`config.mk`:
```
export PLATFORM = sky130hd
export DESIGN_NAME = lms_bg_cal
export DESIGN_NICKNAME = d
export VERILOG_FILES = /design/src/rtl/lms_cal_pkg.sv /design/src/rtl/lms_sum.sv /design/src/rtl/lms_tagger.sv /design/src/rtl/lms_weights.sv /design/src/rtl/lms_bg_cal.sv
export SDC_FILE = /design/constraint.sdc
export NUM_CORES = 2
export LEC_CHECK = 0
export ABC_AREA = 1
export BUFFER_PORTS_ARGS = -buffer_cell sky130_fd_sc_hd__clkbuf_2
export CORE_UTILIZATION = 32
export CTS_CLUSTER_DIAMETER = 200
export DETAILED_ROUTE_END_ITERATION = 16
export GPL_TIMING_DRIVEN = 0
export PLACE_DENSITY_LB_ADDON = 0.3
export SETUP_SLACK_MARGIN = 0.02
export SYNTH_ARGS = -nofsm -noshare
export SYNTH_HDL_FRONTEND = slang
export SYNTH_SLANG_ARGS = --single-unit
```
`constraint.sdc`:
```
create_clock -name clk -period 12.2 [get_ports clk]
set_input_delay 0.61 -clock clk [delete_from_list [all_inputs] [get_ports clk]]
set_output_delay 0.61 -clock clk [all_outputs]
set_load 0.05 [all_outputs]
```
`src/rtl/lms_cal_pkg.sv`:
```
package lms_cal_pkg;

    typedef enum logic [1:0] {
        CODE_ZERO = 2'b00,
        CODE_POS  = 2'b01,
        CODE_RSV  = 2'b10,
        CODE_NEG  = 2'b11
    } stage_code_e;

    typedef logic signed [1:0] trit_t;

    // Map a raw 1.5-bit stage code to its signed digit.
    function automatic trit_t code_to_trit(input logic [1:0] raw);
        case (stage_code_e'(raw))
            CODE_POS: return 2'sd1;
            CODE_NEG: return -2'sd1;
            default:  return 2'sd0;
        endcase
    endfunction

    // Binary position of the ideal weight of stage k.
    function automatic int ideal_pos(input int frac, input int nstg, input int k);
        return frac + nstg - 1 - k;
    endfunction

endpackage

```
`src/rtl/lms_sum.sv`:
```
module lms_sum
    import lms_cal_pkg::*;
#(
    parameter int NSTG = 6,
    parameter int WW   = 16,
    parameter int AW   = 20
) (
    input  logic [2*NSTG-1:0]   codes,
    input  logic signed [WW-1:0] w [NSTG],
    output logic signed [AW-1:0] acc
);

    always_comb begin
        trit_t t;
        acc = '0;
        for (int k = 0; k < NSTG; k++) begin
            t = code_to_trit(codes[2*k +: 2]);
            if (t == 2'sd1) begin
                acc = acc + AW'(w[k]);
            end else if (t == -2'sd1) begin
                acc = acc - AW'(w[k]);
            end
        end
    end

endmodule

```
`src/rtl/lms_tagger.sv`:
```
module lms_tagger #(
    parameter int NSTG  = 6,
    parameter int AW    = 20,
    parameter int DECIM = 32,
    localparam int CW   = (DECIM > 1) ? $clog2(DECIM) : 1
) (
    input  logic                 clk,
    input  logic                 rst,
    input  logic                 samp_vld,
    input  logic [2*NSTG-1:0]    codes,
    input  logic signed [AW-1:0] acc,
    input  logic                 ref_vld,
    output logic [2*NSTG-1:0]    held_codes,
    output logic signed [AW-1:0] held_acc,
    output logic                 pend
);

    localparam logic [CW-1:0] LAST = CW'(DECIM - 1);

    logic [CW-1:0] phase;
    logic          mark;

    assign mark = samp_vld && (phase == '0);

    always_ff @(posedge clk) begin
        if (rst) begin
            phase <= '0;
        end else if (samp_vld) begin
            phase <= (phase == LAST) ? '0 : phase + 1'b1;
        end
    end

    always_ff @(posedge clk) begin
        if (rst) begin
            held_codes <= '0;
            held_acc   <= '0;
            pend       <= 1'b0;
        end else begin
            if (mark) begin
                held_codes <= codes;
                held_acc   <= acc;
                pend       <= 1'b1;
            end else if (ref_vld) begin
                pend       <= 1'b0;
            end
        end
    end

endmodule

```
`src/rtl/lms_weights.sv`:
```
module lms_weights
    import lms_cal_pkg::*;
#(
    parameter int NSTG = 6,
    parameter int WW   = 16,
    parameter int FRAC = 6,
    parameter int EW   = 21,
    parameter int MUW  = 5
) (
    input  logic                 clk,
    input  logic                 rst,
    input  logic                 upd,
    input  logic signed [EW-1:0] err,
    input  logic [MUW-1:0]       mu_sh,
    input  logic [2*NSTG-1:0]    held_codes,
    output logic signed [WW-1:0] w [NSTG]
);

    localparam int DW = EW + 1;
    localparam int SW = DW + 1;
    localparam logic signed [WW-1:0] WMAX = {1'b0, {(WW-1){1'b1}}};
    localparam logic signed [WW-1:0] WMIN = {1'b1, {(WW-1){1'b0}}};

    for (genvar k = 0; k < NSTG; k++) begin : g_stage
        localparam logic signed [WW-1:0] IDEAL =
            WW'(64'sd1 << ideal_pos(FRAC, NSTG, k));

        logic signed [DW-1:0] prod;
        logic signed [DW-1:0] step;
        logic signed [SW-1:0] sum;
        logic signed [WW-1:0] nxt;
        trit_t                x;

        always_comb begin
            x = code_to_trit(held_codes[2*k +: 2]);
            if (x == 2'sd1) begin
                prod = DW'(err);
            end else if (x == -2'sd1) begin
                prod = -DW'(err);
            end else begin
                prod = '0;
            end
            step = prod >>> mu_sh;
            sum  = SW'(w[k]) + SW'(step);
            if (sum > SW'(WMAX)) begin
                nxt = WMAX;
            end else if (sum < SW'(WMIN)) begin
                nxt = WMIN;
            end else begin
                nxt = sum[WW-1:0];
            end
        end

        always_ff @(posedge clk) begin
            if (rst) begin
                w[k] <= IDEAL;
            end else if (upd) begin
                w[k] <= nxt;
            end
        end
    end

endmodule

```
`src/rtl/lms_bg_cal.sv`:
```
module lms_bg_cal #(
    parameter int NSTG  = 6,
    parameter int WW    = 16,
    parameter int FRAC  = 6,
    parameter int DECIM = 32,
    parameter int MUW   = 5,
    localparam int AW   = WW + $clog2(NSTG) + 1,
    localparam int YW   = AW - FRAC
) (
    input  logic                 clk,
    input  logic                 rst,
    input  logic                 samp_vld,
    input  logic [2*NSTG-1:0]    stage_codes,
    input  logic                 ref_vld,
    input  logic signed [YW-1:0] ref_word,
    input  logic [MUW-1:0]       mu_sh,
    input  logic                 freeze,
    output logic                 y_vld,
    output logic signed [YW-1:0] y_out
);

    localparam int EW = AW + 1;

    logic signed [AW-1:0] acc;
    logic signed [AW-1:0] held_acc;
    logic [2*NSTG-1:0]    held_codes;
    logic                 pend;
    logic                 upd;
    logic signed [EW-1:0] err;
    logic signed [WW-1:0] w [NSTG];
    logic [NSTG*WW-1:0]   w_flat;

    for (genvar k = 0; k < NSTG; k++) begin : g_flat
        assign w_flat[k*WW +: WW] = w[k];
    end

    lms_sum #(.NSTG(NSTG), .WW(WW), .AW(AW)) u_sum (
        .codes (stage_codes),
        .w     (w),
        .acc   (acc)
    );

    lms_tagger #(.NSTG(NSTG), .AW(AW), .DECIM(DECIM)) u_tag (
        .clk        (clk),
        .rst        (rst),
        .samp_vld   (samp_vld),
        .codes      (stage_codes),
        .acc        (acc),
        .ref_vld    (ref_vld),
        .held_codes (held_codes),
        .held_acc   (held_acc),
        .pend       (pend)
    );

    assign err = (EW'(ref_word) <<< FRAC) - EW'(held_acc);
    assign upd = ref_vld && pend && !freeze;

    lms_weights #(.NSTG(NSTG), .WW(WW), .FRAC(FRAC), .EW(EW), .MUW(MUW)) u_wt (
        .clk        (clk),
        .rst        (rst),
        .upd        (upd),
        .err        (err),
        .mu_sh      (mu_sh),
        .held_codes (held_codes),
        .w          (w)
    );

    always_ff @(posedge clk) begin
        if (rst) begin
            y_vld <= 1'b0;
            y_out <= '0;
        end else begin
            y_vld <= samp_vld;
            if (samp_vld) begin
                y_out <= acc[AW-1:FRAC];
            end
        end
    end

endmodule

```
==> results.txt <==
----------------------------------------------------
[Clocking]
  Number of levels in the clock H-tree ... 4
  Clock root buffer master ... clkbuf_16
  Clock tree from TritonCTS ... built
  Worst-path clk slew ... 70 ps
  Number of buffers on the longest clock path ... 2
  Number of sinks on the clock net ... roughly 150
  Clock network latency to the later pin of the worst-skew pair ... 500 ps
  Clock buffer count from CTS ... 17
  Hold bufs inserted after CTS ... 0

[Power]
  Cell leakage power ... between 15 and 20 nW
  Pwr dens ... 99.5 nW/um^2
  Maximum VDD drop ... 0.000113 V

[Die]
  Core Rows ... between 100 and 150
  Total die area ... 97000 sq um
  Die width ... 311 um
  Core area ... 94900 sq um
  I/O pin count ... 51
  Initial Utilization ... between 30% and 40%
  Die Height ... 311 um

[Synth]
  Async SR Flop Fraction ... 0%
  Post-synth cell types ... a little under 80
  Most common flop cell mapped by yosys ... dfxtp_1
  Cell type with the highest aggregate area in the netlist ... nand2_1
  Net Count, Synth ... 5686
  Instance count of the mapped netlist ... 5297
  Seq/Total Area, Yosys ... 9.74%
  Average cell area after synthesis ... around 5.8 sq um
  Top cells by count, synth ... nand2_1, inv_1, a21oi_1, o21ai_0, nand3_1
  Warnings, synthesis ... 0
  Post-synthesis instance area ... 30600 sq um
  Cell types with the largest area share after synthesis ... nand2_1, ha_1, a21oi_1
  Cell with the most instances after synthesis ... nand2_1
  Proportion of netlist area held by the largest area contributor ... between 10% and 20%
  Synthesis-stage register bit count ... 149
  Count of flip-flops with a built-in enable after synthesis ... 0

[Setup path]
  Data arrival time of the critical path ... 11800 ps
  Slowest-stage cell, CP ... a221oi_1
  Path depth of the worst reg2reg path ... 51
  Critical path class ... in2reg
  Capture point of the worst reg-to-reg path ... u_tag.held_acc[19]$_SDFFE_PP0P_
  Startpoint type of the worst setup path ... primary input
  Crit-path max FO ... 10
  Kind of end point of the critical path ... flop
  R2R Path Start ... u_wt.w[81]$_SDFFE_PP0P_
  Reg-to-reg setup timing slack ... ~900 ps
  Required time of the critical path ... 12600 ps
  CP peak stage delay ... 1060 ps
  CP dominant cell by count ... nand2_1

[Detailed routing]
  Number of optimization iterations in the first detailed-route pass ... 8
  DRC violations left ... 0
  Drt wl/cell ... ~22 um
  Number of DRC markers in iteration 0 ... just under 4000
  Avg Vias per Cell ... 5.56
  Count of nets left with antenna violations after detail routing ... 0
  Routed wire length ... 145 mm
  Via Count ... 36898

[Placed design]
  DP Worst Slack ... -940 ps
  Dpl hpwl ... 120 mm
  Post-Place Cell Area ... 32500 sq um
  Buffers on Ports ... 44
  Routability cong. ... 1.01

[Cells and area]
  Number of nets at the end of the flow ... between 5000 and 6000
  Cell area after layout ... approximately 33000 sq um
  Fill cell total of the finished layout ... 10744
  Multi-input logic area ... 24200 sq um
  FF/Latch Area ... 2980 sq um
  Area growth from synthesis to layout ... 8.25%
  Share of post-route cells with drive strength above 1 ... 4.69%

[STA]
  Summed negative setup slack over all endpoints ... 0 ps
  Fmax ... 0.0877 GHz
  Rel. slew slack ... 15.1%
  Period utilization ... 93.4%
  Number of pins exceeding their max-slew limit in the final report ... 0
  Final critical-path setup slack ... roughly 800 ps
  Setup repair after global routing missed its margin ... false
  Period minus WS final ... 11400 ps
  Total of endpoints with negative setup slack in the final report ... 0
  Slew at the pin closest to its max-slew limit ... 1270 ps
  Final hold vios ... 0
  Setup Skew ... 19.4 ps

[Worst hold path]
  Launch instance of the worst min-delay path ... ref_vld
  Class of the tightest hold or removal check ... in2reg
  Hold Path Depth ... 4
  Endpoint with the worst hold slack ... u_tag.pend$_SDFFE_PP0P_

[Global routing]
  Vias in the first global route ... 33866
  Wire length of the first global-routing pass ... about 220 mm
  Global-route congestion overflow total ... 0
  Largest net degree at the start of global routing ... 17
  All-Layer GR Usage ... 29.0%
  Initial antenna violation count ... 3

[Run]
  Maxcap violations ... 0

[Run status]
  Run status ... finished clean

----------------------------------------------------
==> what timing repair did <==
item / 4_1_cts / 5_1_grt
endpoints found under the setup margin: 8 / 16
pin swaps: 0 / 1
hold endpoints to repair: 0 / 0
setup buffers: 0 / 1
resized for setup: 2 / 25
==> per-stage QoR <==
| step | power (mW) | cells | util (%) | hold WS [ps] |
|---|---|---|---|---|
| finish | 3.30 | 6638 | 35.0 | 463 |
| global route | 3.53 | 6637 | 35.0 | 470 |
| CTS | 3.24 | 6641 | 34.9 | 452 |
| detailed placement | 2.68 | 6609 | 34.2 | 465 |
| global placement | 2.67 | 6606 | 34.2 | 470 |
| floorplan | 2.01 | 5297 | - | 443 |
==> layout make-up <==
class / instances / area share (%)
diodes: 1 / 0.00755
plain buffers: 229 / 2.65
clock buffers: 19 / 1.34
clock inverters: 13 / 0.419
inverters: 705 / 8.02
multi-input cells: 4209 / 73.0
flip-flops and latches: 149 / 8.99
well taps: 1265 / 4.77
repair buffers: 48 / 0.789
==> cells by family (layout without fill, tap and decap cells) <==
group / count (synthesis) / after routing / synth area share (%)
AO/OA/AOI/OAI: 1543 / 1543 / 28.4
XOR/XNOR: 171 / 171 / 5.00
adder cells (fa/ha/maj): 353 / 353 / 14.8
buffers and inverters: 939 / 1014 / 11.6
flip-flops: 149 / 149 / 9.74
multiplexers: 43 / 43 / 1.40
other: 0 / 1 / 0
AND/OR/NAND/NOR: 2099 / 2099 / 29.1
==> where the power goes <==
| part | switching [mW] | internal [mW] |
|---|---|---|
| Combinational | 1.56 | 0.637 |
| Sequential | 0.0344 | 0.515 |
| Clock | 0.259 | 0.292 |
==> cell usage in the layout (no fill, tap or decap), types with 15 or more instances in the layout <==
cell and count:
ha_1 335, o21ai_1 40, clkbuf_16 17, clkbuf_2 46, xnor2_1 25, nor2_1 322, o21bai_1 40, o21ai_0 495
o22ai_1 73, nand2_1 1202, or2_2 57, inv_2 21, a221oi_1 21, clkbuf_1 188, xor2_1 142, o31ai_1 19
fa_1 16, nand3_1 358, o211ai_1 72, a31oi_1 30, a21oi_1 622, mux2i_1 43, a21o_1 16, nor3_1 54
inv_1 666, dfxtp_1 149, buf_1 26, nand4_1 24, nand2_2 15
==> metal layers <==
metal  vias up  global-route usage [%]  share of wire [%]
met4         0                    9.83                3.9
met2      1609                    46.7                 44
met5         -                       0                  0
li1      17997                       -                  -
met1     17010                    39.6                 45
met3       282                    3.90                7.6
==> state kept, by name, indices dropped and copies added (netlist names) <==
register and cells:
u_wt.w 96, u_tag.held_acc 20, y_out 14, u_tag.phase 5
u_tag.held_codes 12, y_vld 1, u_tag.pend 1
==> critical path: cells and delay by family <==
family,cells,cell delay [ps]
AO/OA/AOI/OAI,13,4060
adder cells (fa/ha/maj),5,2270
buffers and inverters,13,1800
XOR/XNOR,2,300
AND/OR/NAND/NOR,20,2770
==> worst max-delay path by stage <==
stage	from	slack, ps	end
2_1_floorplan	stage_codes[0]	2790	y_out[13]$_SDFFE_PP0P_
3_3_place_gp	stage_codes[0]	-870	u_tag.held_acc[19]$_SDFFE_PP0P_
3_5_place_dp	stage_codes[0]	-940	u_tag.held_acc[19]$_SDFFE_PP0P_
4_1_cts	stage_codes[0]	40	u_tag.held_acc[19]$_SDFFE_PP0P_
5_1_grt	stage_codes[0]	80	u_tag.held_acc[19]$_SDFFE_PP0P_
6_report	stage_codes[0]	800	u_tag.held_acc[19]$_SDFFE_PP0P_
Power figures use the tool's default switching activity.
